File: src/rtl/tmr_pkg.sv
// Shared types for the multi-mode capture timer.
// Assumes a control word of eight bits placed at the bottom of the data bus.
package tmr_pkg;

    // Register port select codes.
    typedef enum logic [1:0] {
        SEL_COUNT = 2'd0,
        SEL_REG_A = 2'd1,
        SEL_REG_B = 2'd2,
        SEL_CTRL  = 2'd3
    } tmr_sel_e;

    // Operating class derived from the 3-bit mode field.
    typedef enum logic [1:0] {
        OP_EVENT   = 2'd0,
        OP_CAPTURE = 2'd1,
        OP_PWM     = 2'd2
    } tmr_op_e;

    // Control word layout, most significant field first.
    typedef struct packed {
        logic       en_b;
        logic       pend_b;
        logic       en_a;
        logic       pend_a;
        logic [2:0] mode;
        logic       bit0;
    } tmr_ctrl_t;

    // Map the mode field onto its operating class.
    function automatic tmr_op_e decode_op(input logic [2:0] m);
        tmr_op_e r;
        case (m[2:1])
            2'b00:   r = OP_EVENT;
            2'b10:   r = OP_PWM;
            default: r = OP_CAPTURE;
        endcase
        return r;
    endfunction

endpackage

File: src/rtl/tmr_pin_edge.sv
// Synchronizes one asynchronous pin and flags its rising and falling edges.
// Assumes the pin is low while reset is held; the flags last one cycle.
module tmr_pin_edge #(
    parameter int STAGES = 2
) (
    input  logic clk,
    input  logic rst_n,
    input  logic pin,
    output logic rise,
    output logic fall
);

    logic [STAGES:0] chain;

    // Shift the pin through the synchronizer plus one history flop.
    always_ff @(posedge clk) begin
        if (!rst_n) chain <= '0;
        else        chain <= {chain[STAGES-1:0], pin};
    end

    assign rise = chain[STAGES-1] & ~chain[STAGES];
    assign fall = ~chain[STAGES-1] & chain[STAGES];

endmodule

File: src/rtl/tmr_core.sv
// Down counter with mode-dependent stepping, alternating reload and pin toggle.
// Assumes mode, run and reload values come from the register file of the top.
module tmr_core
    import tmr_pkg::*;
#(
    parameter int CNT_W = 16
) (
    input  logic             clk,
    input  logic             rst_n,
    input  logic [2:0]       mode,
    input  logic             run,
    input  logic             tick,
    input  logic             ev_clk,
    input  logic             load_en,
    input  logic [CNT_W-1:0] load_val,
    input  logic [CNT_W-1:0] reload_a,
    input  logic [CNT_W-1:0] reload_b,
    output logic [CNT_W-1:0] count,
    output logic             uf,
    output logic             rl_a,
    output logic             rl_b,
    output logic             pwm_out
);

    tmr_op_e op;
    logic    step;
    logic    phase;

    assign op = decode_op(mode);

    // Choose the step source for the current mode.
    always_comb begin
        case (op)
            OP_PWM:   step = run & tick;
            OP_EVENT: step = run & ev_clk;
            default:  step = tick;
        endcase
    end

    assign uf   = step && (count == '0);
    assign rl_a = uf && (op == OP_PWM) && !phase;
    assign rl_b = uf && (op == OP_PWM) && phase;

    // Counter: software load, reload at zero, else step down with wrap.
    always_ff @(posedge clk) begin
        if (!rst_n)       count <= '0;
        else if (load_en) count <= load_val;
        else if (rl_a)    count <= reload_a;
        else if (rl_b)    count <= reload_b;
        else if (step)    count <= count - CNT_W'(1);
    end

    // Reload phase: flips at each reload, cleared outside the pulse-width modes.
    always_ff @(posedge clk) begin
        if (!rst_n)            phase <= 1'b0;
        else if (op != OP_PWM) phase <= 1'b0;
        else if (uf)           phase <= ~phase;
    end

    // Output pin: inverted at each reload when the toggle variant is selected.
    always_ff @(posedge clk) begin
        if (!rst_n)                          pwm_out <= 1'b0;
        else if ((rl_a || rl_b) && mode[0])  pwm_out <= ~pwm_out;
    end

    p_dec_r1: assert property (@(posedge clk) disable iff (!rst_n)
        (op == OP_CAPTURE && tick && !load_en && count != '0)
        |=> count == $past(count) - CNT_W'(1));

    p_wrap_r1: assert property (@(posedge clk) disable iff (!rst_n)
        (op == OP_CAPTURE && uf && !load_en) |=> count == '1);

    p_alternate_r7: assert property (@(posedge clk) disable iff (!rst_n)
        (op == OP_PWM && uf) |=> phase != $past(phase));

    p_event_hold_r9: assert property (@(posedge clk) disable iff (!rst_n)
        (op == OP_EVENT && !ev_clk && !load_en) |=> $stable(count));

    p_stopped_r11: assert property (@(posedge clk) disable iff (!rst_n)
        (op != OP_CAPTURE && !run && !load_en) |=> $stable(count));

endmodule

File: src/rtl/capture_timer.sv
// Multi-mode timer top: register file, pending flags, capture and interrupts.
// Assumes a single clock domain; pins are asynchronous and get synchronized here.
module capture_timer
    import tmr_pkg::*;
#(
    parameter int CNT_W       = 16,
    parameter int SYNC_STAGES = 2
) (
    input  logic             clk,
    input  logic             rst_n,
    input  logic             cyc_tick,
    input  logic             wr_en,
    input  logic [1:0]       wr_sel,
    input  logic [CNT_W-1:0] wr_data,
    input  logic [1:0]       rd_sel,
    output logic [CNT_W-1:0] rd_data,
    input  logic             pin_a_in,
    input  logic             pin_b_in,
    output logic             pin_a_out,
    output logic             irq_a,
    output logic             irq_b
);

    localparam int CTRL_W = $bits(tmr_ctrl_t);
    localparam int NPINS  = 2;

    tmr_ctrl_t        ctl;
    logic [CNT_W-1:0] reg_a, reg_b, count;
    logic [NPINS-1:0] pins, rises, falls;
    logic             uf, rl_a, rl_b;
    logic             cap_a, cap_b, set_a, set_b, uf_flag;
    logic             ctrl_wr, cnt_wr, a_wr, b_wr;
    tmr_op_e          op;

    assign pins = {pin_b_in, pin_a_in};

    for (genvar i = 0; i < NPINS; i++) begin : g_pin
        tmr_pin_edge #(.STAGES(SYNC_STAGES)) u_edge (
            .clk  (clk),
            .rst_n(rst_n),
            .pin  (pins[i]),
            .rise (rises[i]),
            .fall (falls[i])
        );
    end

    assign op      = decode_op(ctl.mode);
    assign ctrl_wr = wr_en && (wr_sel == SEL_CTRL);
    assign cnt_wr  = wr_en && (wr_sel == SEL_COUNT);
    assign a_wr    = wr_en && (wr_sel == SEL_REG_A);
    assign b_wr    = wr_en && (wr_sel == SEL_REG_B);

    tmr_core #(.CNT_W(CNT_W)) u_core (
        .clk     (clk),
        .rst_n   (rst_n),
        .mode    (ctl.mode),
        .run     (ctl.bit0),
        .tick    (cyc_tick),
        .ev_clk  (rises[0]),
        .load_en (cnt_wr),
        .load_val(wr_data),
        .reload_a(reg_a),
        .reload_b(reg_b),
        .count   (count),
        .uf      (uf),
        .rl_a    (rl_a),
        .rl_b    (rl_b),
        .pwm_out (pin_a_out)
    );

    // Capture triggers: mode bit 2 picks A's edge, mode bit 0 picks B's edge.
    always_comb begin
        cap_a = (op == OP_CAPTURE) && (ctl.mode[2] ? falls[0] : rises[0]);
        cap_b = (op == OP_CAPTURE) && (ctl.mode[0] ? rises[1] : falls[1]);
    end

    // Hardware flag-set sources per mode.
    always_comb begin
        case (op)
            OP_PWM:   begin set_a = rl_a; set_b = rl_b;     end
            OP_EVENT: begin set_a = uf;   set_b = rises[1]; end
            default:  begin set_a = cap_a; set_b = cap_b;   end
        endcase
        uf_flag = (op == OP_CAPTURE) && uf;
    end

    // Control word: software write first, hardware sets override it.
    always_ff @(posedge clk) begin
        if (!rst_n) begin
            ctl <= '0;
        end else begin
            if (ctrl_wr) ctl <= tmr_ctrl_t'(wr_data[CTRL_W-1:0]);
            if (set_a)   ctl.pend_a <= 1'b1;
            if (set_b)   ctl.pend_b <= 1'b1;
            if (uf_flag) ctl.bit0   <= 1'b1;
        end
    end

    // Register A: capture has priority over a software write.
    always_ff @(posedge clk) begin
        if (!rst_n)     reg_a <= '0;
        else if (cap_a) reg_a <= count;
        else if (a_wr)  reg_a <= wr_data;
    end

    // Register B: capture has priority over a software write.
    always_ff @(posedge clk) begin
        if (!rst_n)     reg_b <= '0;
        else if (cap_b) reg_b <= count;
        else if (b_wr)  reg_b <= wr_data;
    end

    // Interrupt lines: enable A covers capture A and the capture-mode underflow.
    assign irq_a = ctl.en_a & (ctl.pend_a | ((op == OP_CAPTURE) & ctl.bit0));
    assign irq_b = ctl.en_b & ctl.pend_b;

    // Read multiplexer.
    always_comb begin
        case (tmr_sel_e'(rd_sel))
            SEL_COUNT: rd_data = count;
            SEL_REG_A: rd_data = reg_a;
            SEL_REG_B: rd_data = reg_b;
            default:   rd_data = {{(CNT_W-CTRL_W){1'b0}}, ctl};
        endcase
    end

    p_cap_a_r2: assert property (@(posedge clk) disable iff (!rst_n)
        cap_a |=> reg_a == $past(count));

    p_cap_b_r2: assert property (@(posedge clk) disable iff (!rst_n)
        cap_b |=> reg_b == $past(count));

    p_pend_keep_r4: assert property (@(posedge clk) disable iff (!rst_n)
        (ctl.pend_a && !ctrl_wr) |=> ctl.pend_a);

    p_uf_flag_r5: assert property (@(posedge clk) disable iff (!rst_n)
        (op == OP_CAPTURE && uf) |=> ctl.bit0);

    p_evt_b_r10: assert property (@(posedge clk) disable iff (!rst_n)
        (op == OP_EVENT && rises[1]) |=> ctl.pend_b);

endmodule

File: config.mk
export PLATFORM = sky130hd
export DESIGN_NAME = capture_timer
export DESIGN_NICKNAME = d
export VERILOG_FILES = /design/src/rtl/tmr_pkg.sv /design/src/rtl/tmr_pin_edge.sv /design/src/rtl/tmr_core.sv /design/src/rtl/capture_timer.sv
export SDC_FILE = /design/constraint.sdc
export NUM_CORES = 1
export LEC_CHECK = 0
export BUFFER_PORTS_ARGS = -buffer_cell sky130_fd_sc_hd__buf_4
export CAP_MARGIN = 10
export CELL_PAD_IN_SITES_DETAIL_PLACEMENT = 0
export CELL_PAD_IN_SITES_GLOBAL_PLACEMENT = 1
export CORE_ASPECT_RATIO = 1.5
export CORE_UTILIZATION = 40
export CTS_CLUSTER_SIZE = 12
export DETAILED_ROUTE_END_ITERATION = 8
export GPL_ROUTABILITY_DRIVEN = 0
export GPL_TIMING_DRIVEN = 0
export PLACE_DENSITY = 0.75
export SLEW_MARGIN = 20
export SYNTH_ARGS = -nofsm -noshare
export SYNTH_HDL_FRONTEND = slang
export SYNTH_SLANG_ARGS = --single-unit
File: constraint.sdc
create_clock -name clk -period 2.73 [get_ports clk]
set_input_delay 0.273 -clock clk [delete_from_list [all_inputs] [get_ports clk]]
set_output_delay 0.273 -clock clk [all_outputs]
set_load 0.005 [all_outputs]
Word-level counts from Yosys, hierarchy flattened
Cells that the tools add are included.
Storage, ports and cells
  logic and storage cells: 85
  output and inout bits: 19
  bits of input ports: 26
  register bits: 64
Cells by class
  multiplexer cells: 19
  equal/unequal tests: 9
  bitwise logic cells: 17
  add/subtract/negate cells: 1
  reductions and logical operators: 26
Operator list (number)
  $mux W16: 8
  $pmux W16 S3: 1
  $logic_not A16 Y1: 1
  $sub A16 B1 Y16 const B: 1
  $logic_and A1 B1 Y1: 12
  $eq A2 B2 Y1 const B: 5
  $reduce_bool A2 Y1: 5
  $and A1 B1 Y1: 9
  $logic_not A2 Y1: 4
  $mux W7: 1
  $not A1 Y1: 7
  $eq A2 B1 Y1 const B: 3
  $pmux W1 S2: 3
  $mux W1: 5
  $pmux W2 S2: 1
  $reduce_bool A4 Y1: 1
  $ne A2 B2 Y1 const B: 1
  $reduce_or A2 Y1: 1
  $logic_not A1 Y1: 1
  $logic_or A1 B1 Y1: 1
  $or A1 B1 Y1: 1

Logic depth before layout (Yosys ltp)
Gate-level depths: netlist of run 1.
  word-level depth: 10
  mapped depth: 11
  depth with buffers taken out: 8

Modules after synthesis
A second synthesis of run 1 with hierarchy kept.
Second synthesis, totals
  cells, all modules: 474
  area total of the unflattened synthesis: 4140.2 µm²
By module, submodules not included
  capture_timer: cells each 270, sequential area each 800.8 µm², instances 1, area each 2334.7 µm²
  tmr_core: cells each 188, sequential area each 360.3 µm², instances 1, area each 1622.8 µm²
  tmr_pin_edge: cells each 8, sequential area each 60.1 µm², instances 2, area each 91.3 µm²

Least setup slack after synthesis of run 1
No wires, ideal clock.
  path kind: reg2reg
  start: register u_core.count[0]
  end: register u_core.count[2]
  stages on the path, launching flop included: 12
  arrival: 1.843 ns
  period minus slack after synthesis: 1.972 ns
  path buffers: 3
  data required time: 2.601 ns
  setup slack: 0.758 ns
  library setup time: 0.129 ns
  cell sequence: dfxtp_1 buf_2 inv_1 ha_1 nor4b_1 nand4_1 nand2b_1 clkbuf_1 clkbuf_1 a21oi_1 a22oi_1 nor2_1
Between the ends
  word-level cells in the longest chain between the ends: 7
  elaborated cells between the ends (all ways): 11
  those cells by class: add/sub: 1; mux: 4; reduce/logical: 6
RTL lines
  start, declared: line tmr_core.sv:18  | output logic [CNT_W-1:0] count,
  start signal, assigned: line tmr_core.sv:47  | else if (load_en) count <= load_val;
  start signal, assigned: line tmr_core.sv:48  | else if (rl_a) count <= reload_a;
  start signal, assigned: line tmr_core.sv:49  | else if (rl_b) count <= reload_b;
  parallel branches: the longest is 7 deep, another holds $sub A16 B1 Y16
Several ways; the timed one is not identified. The select of a mux whose other input is x is not followed.
A chain may end at the register's enable or synchronous reset.

Worst setup path after layout of run 1
Same ends and word-level chain as after synthesis.

==> flow_summary.yaml, run 1 <==
run_status:
  status: "finished clean"
critical_path:
  reg2reg_to: "u_core.count[2]"
  critPathMaxStageDelay_ps: 480
  crit_family: "buffers and inverters"
  endpoint_kind: "flop"
  cp_num_buf_inv: 4
  crit_type: "flop to flop"
  worst-path-max-fanout: 10
  critPathArrivalTime_ps: 2760
  worstRegToRegCells: 11
  crit_chain: "buf_2 -> inv_1 -> ha_1 -> nor4b_1 -> nand4_1 -> nand2b_1 -> clkbuf_1 -> clkbuf_1 -> a21oi_1 -> a22oi_1 -> nor2_1"
  cp.required_ps: 2940
  reg2reg_from: "u_core.count[0]"
  crit_path_start_kind: "flop"
  cpMostUsedCell: "clkbuf_1"
  cpMaxStageDelayCell: "clkbuf_1"
  reg2reg_slack_ps: 170
clock_network:
  htreeDepth: 3
  clock_sinks: 64
  insertion_delay_ps: 340
  cts_setup_buffers: 0
  holdBufCountCts: 0
  cts.clk_slew.worst_paths_ps: 60
  numCtsBuffers: 9
  cts_buffer_depth: 2
  cts-resized-gates: 0
  cts_tree: "done"
  clockRootBuffer: "clkbuf_16"
synth:
  ys.flop_type: "dfxtp_1"
  ys_ff_latch: 64
  synth.avg_cell_area_um2: 8.56
  synth_area_um2: 3820
  netlist_top_cells_area: "dfxtp_1 34%, mux2i_1 12%, a211oi_1 7.1%"
  yosys_warnings: 0
  synth-edff-count: 0
  synth_fp_nets: 474
  syn_inst: 446
  yosysTopAreaCell: "dfxtp_1"
  asyncSetResetFlopFracSynth: 0
  netlist.area_leader.share: 0.336
  seq_area_frac_synth: 0.336
  synth.distinct_cells: 53
timing:
  max_freq_ghz: 0.391
  slew_viol_final: 0
  worst_pin_slew_ps: 929
  max_slew_margin: 0.380
  setup_viol: 0
  finClkSkew_ps: 3.68
  period_needed_ps: 2560
  setup-tns-final_ps: 0
  hold-worst-slack_ps: 141
  grt_setup_unrepaired: "no"
  timing.final.ws_setup_ps: 174
  hold_viol: 0
  finalCritPeriodShare: 0.936
layout:
  fillers: 911
  synthToLayoutAreaGrowth_pct: 19.1
  instances_no_fill: 616
  antenna_cells: 0
  nets: 527
  drive_gt1_frac: 0.188
global_route:
  grt_util_all_layers: 0.293
  grt_first_pass_wirelength_mm: 20.8
  grt.overflow.total: 0
  grt_max_degree: 13
  grt_pass1_vias: 3624
  antenna_found_initial: 0
route:
  ant_nets: 0
  drc: 0
  dr.pass1.iters: 5
  vias: 3720
  finalWirelength_mm: 13.5
  drt_iter0_drc: 234
  wire_per_inst_um: 21.9
  viasPerCell: 6.04
place:
  io_buffers: 42
  dp_hpwl_mm: 9.47
  place_inst: 600
  dp_slack_ps: 218
floorplan:
  io_pins: 45
  die_w_um: 81.8
  core_um2: 9250
  num_rows: 43
  start_util: 0.412
  die_h_um: 122
  dieArea_um2: 9940
min_path:
  holdPathEnd: "g_pin[0].u_edge.chain[0]"
  hp-class: "primary input to flop"
  whs_path_depth: 2
  hp-start: "pin_a_in"
pwr:
  peakVddDrop_v: 0.000333
  p_per_area_nw_per_um2: 556
  p_leak_nw: 1.93
  power_w: 0.00253
job:
  cap_violations: 0
[registers in the layout, summed over array words and instances (netlist names)]
register	flops
reg_a	16
ctl	8
g_pin.u_edge.chain	6
u_core.pwm_out	1
reg_b	16
u_core.count	16
u_core.phase	1
[report_power, final]
part           internal [W]  switching (W)
combinational      0.000191       0.000246
clock              0.000613       0.000464
sequential         0.000976      0.0000341
[cell usage in the layout (no fill, tap or decap), types with 4 or more instances in the layout]
master / count
o211ai_1: 7
nor3b_1: 5
dfxtp_1: 64
a211oi_1: 36
a31oi_1: 9
clkbuf_16: 9
buf_2: 8
o21ai_1: 7
o21ai_0: 24
nand4_1: 4
nand3b_1: 4
xnor2_1: 4
mux2i_1: 45
and2_1: 7
buf_4: 42
xor2_1: 7
nor2_1: 44
clkbuf_1: 33
mux2_2: 12
or3_1: 4
nand2_1: 50
mux4_2: 8
a21oi_1: 15
nor4_1: 4
[cell type report]
cell class	count	area [um^2]	area share
sequential	64	1280	0.282
clock inverter	7	48.8	0.0107
clock buffer	9	225	0.0495
inverter	3	11.3	0.00248
buffer	44	183	0.0402
timing repair buffer	42	315	0.0694
tap	112	140	0.0308
multi-input combinational	335	2340	0.515
[cells in the mapped netlist (3+ instances only)]
library cell	instances
nor3b_1	5
a31oi_1	9
xor2_1	7
o211ai_1	7
o21ai_0	24
xnor2_1	4
mux2i_1	45
clkbuf_1	33
nand3b_1	4
o21ai_1	7
nor3_1	3
o31ai_1	3
nand2_1	50
buf_2	8
nor2_1	44
dfxtp_1	64
nand4_1	4
or3_1	4
mux4_2	8
nor4_1	4
a21oi_1	15
nor2b_1	3
a211oi_1	36
mux2_2	12
and2_1	7
and3_1	3
[worst max-delay path by stage]
stage / slack [ps] / from / end / cells after the start
after floorplan: 760 / u_core.count[0] / u_core.count[2] / 11
after global placement: 250 / u_core.count[0] / u_core.count[5] / 10
after detailed placement: 220 / u_core.count[10] / u_core.count[8] / 8
after CTS: 200 / u_core.count[0] / u_core.count[2] / 11
after global routing: 10 / u_core.count[10] / u_core.count[8] / 8
final: 170 / u_core.count[0] / u_core.count[2] / 11
[logic make-up after synthesis]
group | count (synthesis) | synth area share
multiplexers | 65 | 0.201
adder cells (fa/ha/maj) | 2 | 0.00656
XOR/XNOR | 11 | 0.0252
buffers and inverters | 47 | 0.0508
AO/OA/AOI/OAI | 109 | 0.184
AND/OR/NAND/NOR | 148 | 0.197
flip-flops | 64 | 0.336
[metrics by stage]
stage           util  cell area, um^2
6_report       0.491             4550
5_1_grt        0.491             4550
4_1_cts        0.491             4550
3_5_place_dp   0.462             4270
3_3_place_gp   0.462             4270
2_1_floorplan      -             3820
[per-layer routing]
metal  GRT usage  vias to the layer above  part of all wire
met1       0.339                     1814              0.41
li1            -                     1742                 -
met4       0.147                        0             0.035
met2       0.507                      134              0.51
met5           0                        -                 0
met3      0.0487                       30             0.049
[worst register-to-register path: stages, from the launching register on]
cell,delay (ps)
dfxtp_1,300
buf_2,180
inv_1,80
ha_1,210
nor4b_1,150
nand4_1,170
nand2b_1,120
clkbuf_1,350
clkbuf_1,480
a21oi_1,130
a22oi_1,180
nor2_1,60
Note: power is estimated with default switching activity, not from simulation.
==> run 2, diff against run 1 <==
--- a/config.mk
+++ b/config.mk
@@ -19,4 +19,5 @@
 export SLEW_MARGIN = 20
 export SYNTH_ARGS = -nofsm -noshare
 export SYNTH_HDL_FRONTEND = slang
+export SYNTH_HIERARCHICAL = 1
 export SYNTH_SLANG_ARGS = --single-unit
==> flow_summary.yaml, run 2 <==
critical_path:
  crit_path_start_kind: "flop"
  endpoint_kind: "flop"
  cp.required_ps: 2920
  critPathArrivalTime_ps: 2780
  worst-path-max-fanout: 10
  crit_type: "flop to flop"
place:
  dp_hpwl_mm: 10.4
  place_inst: 633
  io_buffers: 42
  place_area_um2: 4600
layout:
  instances_no_fill: 649
  mostFrequentLayoutCell: "nand2_1"
  layout_common_cells: "100 x nand2_1, 64 x dfxtp_1, 44 x buf_4"
  fillers: 988
  nets: 555
  top_regs: "reg_a: 16 flops, reg_b: 16 flops, u_core/count: 16 flops"
  synthToLayoutAreaGrowth_pct: 19.4
  drive_gt1_frac: 0.226
  stdcell_area_um2: 4940
  antenna_cells: 0
synth:
  asyncSetResetFlopFracSynth: 0
  netlist_top_cells_area: "dfxtp_1 31%, nand2_1 9.1%, mux2i_1 5.6%"
  synth_top_family_by_area: "simple AND/OR/NAND/NOR gates"
  netlist.area_leader.share: 0.309
  ys.flop_type: "dfxtp_1"
  synth_compound_area_frac: 0.191
  synth-xor-area-share: 0.0233
  synth-edff-count: 0
  synthMostInstantiatedCell: "nand2_1"
  synth_fp_nets: 502
  yosysTopAreaCell: "dfxtp_1"
  synth.distinct_cells: 68
  syn_inst: 474
  yosys_warnings: 6
  synth.area.mux_share: 0.142
  synth_area_um2: 4140
  ys_ff_latch: 64
  synth.avg_cell_area_um2: 8.73
  synth_fa_ha_area_frac: 0.00604
  seq_area_frac_synth: 0.309
  synth_commonest_cells: "100 x nand2_1, 64 x dfxtp_1, 36 x nor3_1, 23 x a311oi_1, 23 x mux2i_1"
  synth-simple-area-share: 0.261
run_status:
  status: "finished clean"
route:
  drc: 0
  finalWirelength_mm: 14.8
  viasPerCell: 6.18
  ant_nets: 0
  dr.pass1.iters: 5
  wire_per_inst_um: 22.7
  drt_iter0_drc: 253
  vias: 4014
timing:
  finClkSkew_ps: 5.11
  finalCritPeriodShare: 0.948
  setup_viol: 0
  max_freq_ghz: 0.386
  hold-worst-slack_ps: 149
  max_slew_margin: 0.259
  setup-tns-final_ps: 0
  slew_viol_final: 0
  period_needed_ps: 2590
  hold_viol: 0
  grt_setup_unrepaired: "no"
  worst_pin_slew_ps: 1110
clock_network:
  clockRootBuffer: "clkbuf_16"
  insertion_delay_ps: 330
  cts-resized-gates: 0
  htreeDepth: 3
  cts_buffer_depth: 2
  numCtsBuffers: 9
  cts_tree: "done"
  cts_setup_buffers: 0
  cts.clk_slew.worst_paths_ps: 60
  clock_sinks: 64
  holdBufCountCts: 0
global_route:
  grt_first_pass_wirelength_mm: 22.9
  grt.overflow.total: 0
  grt_util_all_layers: 0.285
  grt_pass1_vias: 4012
  grt_max_degree: 12
  antenna_found_initial: 0
floorplan:
  num_rows: 45
  dieArea_um2: 10800
  start_util: 0.411
  io_pins: 45
  die_w_um: 85.1
  core_um2: 10100
  die_h_um: 127
job:
  cap_violations: 0
pwr:
  p_leak_nw: 1.77
  peakVddDrop_v: 0.000265
  p_per_area_nw_per_um2: 566
min_path:
  hp-class: "primary input to flop"
-- run 2: final cells by class --
type	instances	area, um^2	share of cell area
Multi-Input combinational cell	369	2580	0.523
Sequential cell	64	1280	0.259
Timing Repair Buffer	42	315	0.0638
Clock buffer	14	274	0.0554
Buffer	36	262	0.0529
Tap cell	117	146	0.0296
Clock inverter	2	60.1	0.0122
Inverter	5	18.8	0.00380
-- run 2: path summary, 6_finish.rpt --
path | from | end | slack, ps | depth (start not counted)
min | pin_b_in | g_pin[1].u_edge/chain[0] | 150 | 2
max | u_core/count[0] | u_core/count[8] | 140 | 8
min reg2reg | g_pin[0].u_edge/chain[0] | g_pin[0].u_edge/chain[1] | 430 | 1
max reg2reg | u_core/count[0] | u_core/count[8] | 140 | 8
-- run 2: metal layers --
| layer | vias up | track usage | routed length (um) |
|---|---|---|---|
| li1 | 1868 | - | - |
| met1 | 1948 | 0.318 | 5730 |
| met2 | 162 | 0.505 | 7660 |
| met3 | 36 | 0.0481 | 776 |
| met4 | 0 | 0.164 | 591 |
| met5 | - | 0 | 0 |
-- run 2: kinds of logic (layout without fill, tap and decap cells) --
group | Yosys count | after routing
compound gates | 100 | 100
xor+xnor | 11 | 11
fa+ha+maj | 2 | 2
buf+inv | 41 | 99
flops | 64 | 64
mux | 46 | 46
simple gates | 210 | 210
-- run 2: report_power, final --
part | internal [W] | total (W) | switching, W
Sequential | 0.000977 | 0.00104 | 0.0000588
Combinational | 0.000207 | 0.000467 | 0.000260
Clock | 0.000875 | 0.00130 | 0.000420
Total | 0.00206 | 0.00280 | 0.000739
-- run 2: metrics by stage --
step	setup slack (ps)	utilization	total power, W
after detailed placement	169	0.457	0.00151
after floorplan	705	-	0.00134
after CTS	156	0.490	0.00281
after global placement	219	0.457	0.00150
after global routing	25.4	0.490	0.00290
final	141	0.490	0.00280
-- run 2: worst max-delay path, cell delays in order, from the launching register on --
cell and delay [ps]:
dfxtp_1 400, inv_1 120, ha_1 170, nor3b_1 340
nand2_1 170, nor4_4 660, buf_6 280, mux2i_1 190
a21oi_1 90
